`src/rtl/spi_cmd_pkg.sv`:
```
package spi_cmd_pkg;

  localparam logic [3:0] ADDR_OPCODE = 4'h0;
  localparam logic [3:0] ADDR_COUNT  = 4'h1;
  localparam logic [3:0] ADDR_CTRL   = 4'h2;
  localparam logic [3:0] ADDR_DATA   = 4'hC;
  localparam logic [3:0] ADDR_PTRSPD = 4'hD;

  // strobes from the sequencer to the datapath
  typedef struct packed {
    logic loadOp;    // shift register <= opcode
    logic loadTx;    // shift register <= ring[ptr], ptr++
    logic loadZero;  // shift register <= 0 (receive byte)
    logic shift;     // shift left, inserting the sampled bit
    logic sample;    // capture MISO
    logic storeRx;   // ring[ptr] <= received byte, ptr++
  } engStrobe_t;

  typedef enum logic [1:0] {
    ST_IDLE,
    ST_LOW,
    ST_HIGH,
    ST_TAIL
  } engState_t;

endpackage

```
`src/rtl/spi_cmd_dp.sv`:
```
module spi_cmd_dp
  import spi_cmd_pkg::*;
#(
  parameter int DATA_W = 8,
  parameter int PTR_W  = 3,
  parameter int CNT_W  = 4,
  parameter int SPD_W  = 2
) (
  input  logic              clk,
  input  logic              rstN,
  input  logic [3:0]        regAddr,
  input  logic              regWrEn,
  input  logic              regRdEn,
  input  logic [DATA_W-1:0] regWrData,
  output logic [DATA_W-1:0] regRdData,
  input  logic              busy,
  input  engStrobe_t        stb,
  input  logic              spiMiso,
  output logic              spiMosi,
  output logic [CNT_W-1:0]  txRaw,
  output logic [CNT_W-1:0]  rxRaw,
  output logic [SPD_W-1:0]  speed,
  output logic [PTR_W-1:0]  ringPtr,
  output logic [DATA_W-1:0] opcodeQ
);

  localparam int DEPTH = 2 ** PTR_W;

  logic [DATA_W-1:0] ring [DEPTH];
  logic [DATA_W-1:0] countQ;
  logic [DATA_W-1:0] shReg;
  logic              rxBit;
  logic [DATA_W-1:0] shNext;

  logic hostIdle, wrOp, wrCnt, wrPtrSpd, dataWr, dataAcc;

  assign hostIdle = !busy;
  assign wrOp     = hostIdle && regWrEn && (regAddr == ADDR_OPCODE);
  assign wrCnt    = hostIdle && regWrEn && (regAddr == ADDR_COUNT);
  assign wrPtrSpd = hostIdle && regWrEn && (regAddr == ADDR_PTRSPD);
  assign dataWr   = hostIdle && regWrEn && (regAddr == ADDR_DATA);
  assign dataAcc  = hostIdle && (regWrEn || regRdEn) && (regAddr == ADDR_DATA);

  assign shNext = {shReg[DATA_W-2:0], rxBit};

  always_ff @(posedge clk or negedge rstN) begin
    if (!rstN) begin
      opcodeQ <= '0;
      countQ  <= '0;
      speed   <= '0;
    end else begin
      if (wrOp)     opcodeQ <= regWrData;
      if (wrCnt)    countQ  <= regWrData;
      if (wrPtrSpd) speed   <= regWrData[4 +: SPD_W];
    end
  end

  always_ff @(posedge clk or negedge rstN) begin
    if (!rstN) begin
      ringPtr <= '0;
    end else if (wrPtrSpd && regWrData[DATA_W-1]) begin
      ringPtr <= '0;
    end else if (dataAcc || stb.loadTx || stb.storeRx) begin
      ringPtr <= ringPtr + 1'b1;
    end
  end

  // ring storage is never reset or cleared
  always_ff @(posedge clk) begin
    if (dataWr) begin
      ring[ringPtr] <= regWrData;
    end else if (stb.storeRx) begin
      ring[ringPtr] <= shNext;
    end
  end

  always_ff @(posedge clk or negedge rstN) begin
    if (!rstN) begin
      shReg <= '0;
      rxBit <= 1'b0;
    end else begin
      if (stb.sample) rxBit <= spiMiso;
      if (stb.loadOp)        shReg <= opcodeQ;
      else if (stb.loadTx)   shReg <= ring[ringPtr];
      else if (stb.loadZero) shReg <= '0;
      else if (stb.shift)    shReg <= shNext;
    end
  end

  assign spiMosi = shReg[DATA_W-1];
  assign txRaw   = countQ[CNT_W-1:0];
  assign rxRaw   = countQ[2*CNT_W-1:CNT_W];

  always_comb begin
    regRdData = '0;
    unique case (regAddr)
      ADDR_OPCODE: regRdData = opcodeQ;
      ADDR_COUNT:  regRdData = countQ;
      ADDR_CTRL:   regRdData = DATA_W'(busy);
      ADDR_DATA:   regRdData = ring[ringPtr];
      ADDR_PTRSPD: regRdData = DATA_W'({speed, 1'b0, ringPtr});
      default:     regRdData = '0;
    endcase
  end

endmodule

```
`src/rtl/spi_cmd_ctl.sv`:
```
module spi_cmd_ctl
  import spi_cmd_pkg::*;
#(
  parameter int DATA_W = 8,
  parameter int PTR_W  = 3,
  parameter int CNT_W  = 4,
  parameter int SPD_W  = 2
) (
  input  logic             clk,
  input  logic             rstN,
  input  logic             startReq,
  input  logic [CNT_W-1:0] txRaw,
  input  logic [CNT_W-1:0] rxRaw,
  input  logic [SPD_W-1:0] speed,
  output logic             busy,
  output logic             spiSck,
  output logic             spiCsN,
  output engStrobe_t       stb
);

  localparam int MAX_CNT = 2 ** PTR_W;
  localparam int BYTE_W  = $clog2(2 * MAX_CNT + 2);
  localparam int BIT_W   = $clog2(DATA_W);
  localparam int TMR_W   = SPD_W + 1;
  localparam logic [BIT_W-1:0] LAST_BIT = BIT_W'(DATA_W - 1);

  engState_t         state;
  logic [TMR_W-1:0]  tmr;
  logic [SPD_W-1:0]  spdLat;
  logic [BYTE_W-1:0] txLat, rxLat, byteIdx;
  logic [BIT_W-1:0]  bitIdx;

  logic tmrZero, lastBit, lastByte, curIsRx, nextIsRx;

  function automatic logic [BYTE_W-1:0] clampCnt(input logic [CNT_W-1:0] c);
    return (int'(c) > MAX_CNT) ? BYTE_W'(MAX_CNT) : BYTE_W'(c);
  endfunction

  assign tmrZero  = (tmr == '0);
  assign lastBit  = (bitIdx == LAST_BIT);
  assign lastByte = (byteIdx == txLat + rxLat);
  assign curIsRx  = (byteIdx > txLat);
  assign nextIsRx = (BYTE_W'(byteIdx + 1'b1) > txLat);

  always_comb begin
    stb = '0;
    unique case (state)
      ST_IDLE: stb.loadOp = startReq;
      ST_LOW:  stb.sample = tmrZero;
      ST_HIGH: begin
        if (tmrZero) begin
          if (lastBit) begin
            stb.storeRx = curIsRx;
            if (!lastByte) begin
              stb.loadZero = nextIsRx;
              stb.loadTx   = !nextIsRx;
            end
          end else begin
            stb.shift = 1'b1;
          end
        end
      end
      default: ;
    endcase
  end

  always_ff @(posedge clk or negedge rstN) begin
    if (!rstN) begin
      state   <= ST_IDLE;
      busy    <= 1'b0;
      spiSck  <= 1'b0;
      spiCsN  <= 1'b1;
      tmr     <= '0;
      spdLat  <= '0;
      txLat   <= '0;
      rxLat   <= '0;
      byteIdx <= '0;
      bitIdx  <= '0;
    end else begin
      unique case (state)
        ST_IDLE: begin
          if (startReq) begin
            busy    <= 1'b1;
            spiCsN  <= 1'b0;
            spdLat  <= speed;
            tmr     <= TMR_W'(speed);
            txLat   <= clampCnt(txRaw);
            rxLat   <= clampCnt(rxRaw);
            byteIdx <= '0;
            bitIdx  <= '0;
            state   <= ST_LOW;
          end
        end
        ST_LOW: begin
          if (tmrZero) begin
            spiSck <= 1'b1;
            tmr    <= TMR_W'(spdLat);
            state  <= ST_HIGH;
          end else begin
            tmr <= tmr - 1'b1;
          end
        end
        ST_HIGH: begin
          if (tmrZero) begin
            spiSck <= 1'b0;
            if (lastBit) begin
              bitIdx <= '0;
              if (lastByte) begin
                tmr   <= {spdLat, 1'b1};
                state <= ST_TAIL;
              end else begin
                byteIdx <= byteIdx + 1'b1;
                tmr     <= TMR_W'(spdLat);
                state   <= ST_LOW;
              end
            end else begin
              bitIdx <= bitIdx + 1'b1;
              tmr    <= TMR_W'(spdLat);
              state  <= ST_LOW;
            end
          end else begin
            tmr <= tmr - 1'b1;
          end
        end
        ST_TAIL: begin
          if (tmrZero) begin
            spiCsN <= 1'b1;
            busy   <= 1'b0;
            state  <= ST_IDLE;
          end else begin
            tmr <= tmr - 1'b1;
          end
        end
        default: state <= ST_IDLE;
      endcase
    end
  end

endmodule

```
`src/rtl/spi_cmd_engine.sv`:
```
module spi_cmd_engine
  import spi_cmd_pkg::*;
#(
  parameter int DATA_W = 8,
  parameter int PTR_W  = 3,
  parameter int CNT_W  = 4,
  parameter int SPD_W  = 2
) (
  input  logic              clk,
  input  logic              rstN,
  input  logic [3:0]        regAddr,
  input  logic              regWrEn,
  input  logic              regRdEn,
  input  logic [DATA_W-1:0] regWrData,
  output logic [DATA_W-1:0] regRdData,
  output logic              spiSck,
  output logic              spiCsN,
  output logic              spiMosi,
  input  logic              spiMiso
);

  engStrobe_t        engStb;
  logic              engBusy;
  logic              startReq;
  logic [CNT_W-1:0]  txRaw, rxRaw;
  logic [SPD_W-1:0]  speed;
  logic [PTR_W-1:0]  ringPtr;
  logic [DATA_W-1:0] opcodeQ;

  assign startReq = regWrEn && (regAddr == ADDR_CTRL) && regWrData[0] && !engBusy;

  spi_cmd_ctl #(
    .DATA_W(DATA_W), .PTR_W(PTR_W), .CNT_W(CNT_W), .SPD_W(SPD_W)
  ) ctl_i (
    .clk(clk), .rstN(rstN), .startReq(startReq),
    .txRaw(txRaw), .rxRaw(rxRaw), .speed(speed),
    .busy(engBusy), .spiSck(spiSck), .spiCsN(spiCsN), .stb(engStb)
  );

  spi_cmd_dp #(
    .DATA_W(DATA_W), .PTR_W(PTR_W), .CNT_W(CNT_W), .SPD_W(SPD_W)
  ) dp_i (
    .clk(clk), .rstN(rstN), .regAddr(regAddr), .regWrEn(regWrEn),
    .regRdEn(regRdEn), .regWrData(regWrData), .regRdData(regRdData),
    .busy(engBusy), .stb(engStb), .spiMiso(spiMiso), .spiMosi(spiMosi),
    .txRaw(txRaw), .rxRaw(rxRaw), .speed(speed), .ringPtr(ringPtr),
    .opcodeQ(opcodeQ)
  );

endmodule

```
`config.mk`:
```
export PLATFORM = sky130hd
export DESIGN_NAME = spi_cmd_engine
export DESIGN_NICKNAME = d
export VERILOG_FILES = /design/src/rtl/spi_cmd_pkg.sv /design/src/rtl/spi_cmd_dp.sv /design/src/rtl/spi_cmd_ctl.sv /design/src/rtl/spi_cmd_engine.sv
export SDC_FILE = /design/constraint.sdc
export NUM_CORES = 1
export LEC_CHECK = 0
export CORE_MARGIN = 2
export CORE_UTILIZATION = 35
export DETAILED_ROUTE_END_ITERATION = 6
export GPL_ROUTABILITY_DRIVEN = 0
export SYNTH_ARGS = -nofsm -noshare
export SYNTH_HDL_FRONTEND = slang
export SYNTH_SLANG_ARGS = --single-unit
```
`constraint.sdc`:
```
create_clock -name clk -period 4 [get_ports clk]
set_input_delay 0.8 -clock clk [delete_from_list [all_inputs] [get_ports clk]]
set_output_delay 0.8 -clock clk [all_outputs]
set_load 0.1 [all_outputs]
```
-- Yosys cells after proc, flatten, opt, wreduce, memory -nomap -nowiden
Memory sizes are Yosys's and may differ from the RTL's.
Cells that the tools add are included.
- register bits after elaboration: 58
- memory bits (writable): 64
- logic and storage cells: 129
- memories: 1
- memories (memory ; words ; width ; rd ports ; clocked after Yosys merged registers in ; write ports ; RTL line ; source):
    dp_i.ring ; 8 ; 8 ; 1 ; 0 ; 1 ; spi_cmd_dp.sv:29 ; logic [DATA_W-1:0] ring [DEPTH];
- add/subtract/negate cells: 5
- magnitude comparators: 4
- equality and inequality tests: 16
- mux-type cells: 55
- bitwise logic cells: 1
- reduce and logical (&&, ||, !) cells: 31
- operator list (kind ; number):
    $mux W8 ; 5
    $pmux W8 S5 ; 1
    $mux W3 ; 13
    $mux W5 ; 4
    $mux W2 ; 8
    $mux W1 ; 15
    $pmux W3 S4 ; 1
    $logic_and A1 B1 Y1 ; 11
    $gt A5 B5 Y1 ; 2
    $ne A2 B1 Y1 const B ; 5
    $pmux W5 S2 ; 1
    $reduce_and A3 Y1 ; 3
    $eq A4 B4 Y1 const B ; 2
    $gt A4 B4 Y1 const B ; 2
    $mux W4 ; 2
    $pmux W2 S4 ; 1
    $reduce_bool A2 Y1 ; 4
    $add A3 B1 Y3 const B ; 2
    $pmux W1 S2 ; 3
    $pmux W3 S2 ; 1
    $add A5 B1 Y5 const B ; 1
    $add A5 B5 Y5 ; 1
    $eq A5 B5 Y1 ; 1
    $reduce_and A5 Y1 ; 1
    other kinds (16) ; 22

-- Longest topological paths before layout
- depth after elaboration: 11
- mapped depth: 10
- gate-level depth less buffers: 8

-- Modules after synthesis
From an unflattened synthesis, not the netlist that was laid out.
- cells, all modules: 457
- area, all modules: 6017.0 µm²
- by module, submodules not included (module ; instances ; cells each ; area each (µm²) ; seq. area each (µm²)):
    spi_cmd_dp ; 1 ; 263 ; 4214.0 ; 2672.6
    spi_cmd_ctl ; 1 ; 191 ; 1779.2 ; 651.9
    spi_cmd_engine ; 1 ; 3 ; 23.8 ; 0.0

-- Least setup slack after synthesis
OpenSTA, ideal clock, no wires.
- path type: register to output
- start point: register dp_i.ringPtr[1]
- end point: output port regRdData[5]
- data arrival time: 3331 ps
- data required time: 3200 ps
- path slack: -131 ps
- cell stages (with the launch flop): 8
- path buffers: 2
- cell sequence: dfrtp_1 > clkbuf_1 > buf_2 > nand2_1 > nor2_1 > a21oi_1 > o221a_2 > o21ai_0
- cells in the longest elaborated chain, start to end: 2
- ends and longest elaborated chain (element ; RTL line ; source):
    start, declared ; spi_cmd_dp.sv:23 ; output logic [PTR_W-1:0] ringPtr,
    start signal, assigned ; spi_cmd_dp.sv:64 ; ringPtr <= ringPtr + 1'b1;
    $mem_v2 Z8 W8 ; - ;
    $pmux W8 S5 ; spi_cmd_dp.sv:96 ; unique case (regAddr)
    end, declared ; spi_cmd_engine.sv:15 ; output logic [DATA_W-1:0] regRdData,
No other way between the ends.

-- Worst setup path in the final report
- start point: input port regAddr[1]
- end point: output port regRdData[7]
- cells in the longest elaborated chain, start to end: 2
- ends and longest elaborated chain (element ; RTL line ; source):
    start, declared ; spi_cmd_engine.sv:11 ; input logic [3:0] regAddr,
    $eq A4 B4 Y1 (tied with other cells) ; spi_cmd_dp.sv:96 ;
    $pmux W8 S5 (*) ; spi_cmd_dp.sv:96 ;
Mark *: on every way between the ends. The rest lies on a longest branch, timed or not.

==> flow_summary.ini <==
[status]
status = complete, but fails checks
failed_checks = DRC

[worst_setup_path]
r2r_setup_slack_ns = 1.12
r2r_start = ctl_i.tmr[0]$_DFFE_PN0P_
start_kind = primary input
r2r-end = dp_i.ring[0][0]$_DFFE_PP_
cp_data_required_time_ns = 3.20
critPathArrivalTime_ns = 2.74
critPathKind = in2out
cp_max_fo = 9
end_kind = output pin
r2r_cells = 9

[sta]
worst_slack_ns = 0.463
worst_pin_slew_ns = 0.970
relSlewSlack_pct = 35.1
hold_viol = 0
setup_viol = 0
fmaxAchievable_mhz = 283
min_period_ns = 3.54
setup_tns_ns = 0
rsz0062_at_grt = no
period_share_pct = 88.4
slew_violations = 0
skew_ns = 0.0128

[floorplan]
ios = 28
core_area_um2 = 17100
initial_core_util_pct = 35.4
die_h_um = 135
std_cell_rows = 48
die_w_um = 135
dieArea_um2 = 18300

[clock_network]
cts-htree-levels = 4
insertion_delay_ns = 0.42
clock-sinks = 120
cts_buffers = 17
cts_resized = 0
clk_pin_slew_ns = 0.05
cts_tree = done
cts-root-buf = clkbuf_16
post_cts_buffers = 0
cts_hold_buf = 0
clk_path_buf_depth = 2

[cells_and_area]
antennaDiodeCount = 0
most-common-layout-cells = 64 x edfxtp_1, 55 x dfrtp_1, 54 x nand2_1
nNetsFinal = 556
nFillCells = 1589
layout_commonest_cell = edfxtp_1
fin_area_um2 = 7250
syn_to_final_growth_pct = 19.9
finalNonFillerCells = 758
layout-drive-gt1-share_pct = 22.0

[pwr]
cellLeakagePower_nw = 2.83
switching_share_pct = 22.0
p_clk_share_pct = 50.3
p_comb_share_pct = 3.3
intPower_w = 0.00220
p_sw_w = 0.000621
power_frac_seq_pct = 46.5
worst_ir_drop_vdd_mv = 0.268
p_per_area_nw_per_um2 = 389

[route]
drt_iter0_drc = 309
wire_per_inst_um = 18.6
ant_nets = 0
wirelength_um = 14100
routed-via-count = 4097
drc_errors = 3
vias_per_cell = 5.41
drtPass1Iterations = 7

[yosys]
ys.flop_type = edfxtp_1
yosysUniqueCellTypes = 57
async_reset_ff_share_pct = 46.7
synth_enable_flop_cells = 64
synth-seq-cells = 120
syn_area_um2 = 6040
syn_inst = 480
syn_nets = 516
postSynthAreaPerCell_um2 = 12.6
ys_warn_count = 0
synth_seq_area_share_pct = 55.0

[place]
dpl_worst_slack_ns = 0.486
place_inst = 726
dpl_cell_area_um2 = 6690
portBuffers = 27
detailed_place_hpwl_um = 10100

[min_path]
holdPathStages = 2
hold_path_class = reg2reg
min_from = ctl_i.spiCsN$_DFFE_PN1P_
holdPathEnd = ctl_i.spiCsN$_DFFE_PN1P_

[global_routing]
grt_max_degree = 39
antenna_found_initial = 0
grt_pass1_vias = 3853
overflow = 0
track_usage_pct = 16.2
grt_pass1_wl_um = 22100

[flow_run]
max_cap_violations = 0
## synth_stat cells (all sizes together), types with 7 or more instances
library cell   n  area, um^2
mux2          30         368
clkbuf        11        41.3
ha            18         225
nand3b         8        60.1
nor3          12        65.1
nand2b        15        93.8
mux2i         16         160
a21oi         12        67.6
nand2         54         203
nand3         20         100
buf           14        96.3
a31oi          8        50.1
nor2          20        75.1
edfxtp        64        1920
dfrtp         55        1380
o211ai         7        77.6
o21ai         35         186
nor2b          8        50.1
inv            7        26.3
mux4          12         270
## worst max-delay path, cell delays in order
cell and delay, ns:
clkdlybuf4s50_1 0.51, nor2_1 0.18, nand3_1 0.34, o21ai_0 0.65, buf_12 0.26
## through the flow
step,hold WS (ns),util (%),total power [W]
finish,0.460,42.5,0.00282
detailed placement,0.451,39.2,0.00143
global route,0.479,42.5,0.00289
floorplan,0.452,-,0.00137
CTS,0.462,42.5,0.00284
global placement,0.450,39.2,0.00142
## power groups by stage
stage / sequential, W / combinational (W) / clock [W]
after floorplan: 0.00133 / 0.0000387 / 0
after global placement: 0.00133 / 0.0000913 / 0
after detailed placement: 0.00133 / 0.0000932 / 0
after CTS: 0.00131 / 0.0000933 / 0.00144
after global routing: 0.00131 / 0.0000992 / 0.00149
final: 0.00131 / 0.0000916 / 0.00142
## worst max-delay path by stage
| stage | startpoint | to | slack (ns) | cells past startpoint |
|---|---|---|---|---|
| 5_1_grt | regAddr[1] | regRdData[7] | 0.36 | 5 |
| 2_1_floorplan | regAddr[1] | regRdData[0] | -0.07 | 3 |
| 3_5_place_dp | regAddr[1] | regRdData[7] | 0.49 | 5 |
| 6_report | regAddr[1] | regRdData[7] | 0.46 | 5 |
| 3_3_place_gp | regAddr[1] | regRdData[7] | 0.54 | 5 |
| 4_1_cts | dp_i.ringPtr[1]$_DFFE_PN0P_ | regRdData[6] | 0.46 | 5 |
## registers in the layout, summed over array words and instances, names as in the netlist, 2 cells and up
register and count:
ctl_i.state 2, dp_i.speed 2, ctl_i.txLat 4, dp_i.ringPtr 3
dp_i.shReg 8, dp_i.countQ 8, dp_i.ring 64, ctl_i.rxLat 4
ctl_i.bitIdx 3, ctl_i.spdLat 2, dp_i.opcodeQ 8, ctl_i.tmr 3
ctl_i.byteIdx 5
## cells by family after synthesis
| family | count (synthesis) | share of synthesized area (%) |
|---|---|---|
| compound gates | 90 | 10.3 |
| xor+xnor | 7 | 1.26 |
| fa+ha+maj | 19 | 4.06 |
| buf+inv | 32 | 2.71 |
| flops | 120 | 55.0 |
| mux | 58 | 13.2 |
| simple gates | 154 | 13.4 |
## per-layer routing
metal	part of all wire, %	GRT usage, %	up-vias
met2	47	24.4	107
met5	0	0	-
li1	-	-	1907
met4	2.0	6.48	0
met1	47	23.0	2065
met3	3.9	3.07	18
## layout make-up
type	instances	area [um^2]	share of cell area, %
tap	225	282	3.89
inverter	7	26.3	0.363
clock inverter	14	126	1.74
timing repair buffer	46	500	6.91
sequential	120	3320	45.9
clock buffer	18	429	5.92
multi-input combinational	328	2560	35.3
(Power assumes the default switching activity.)
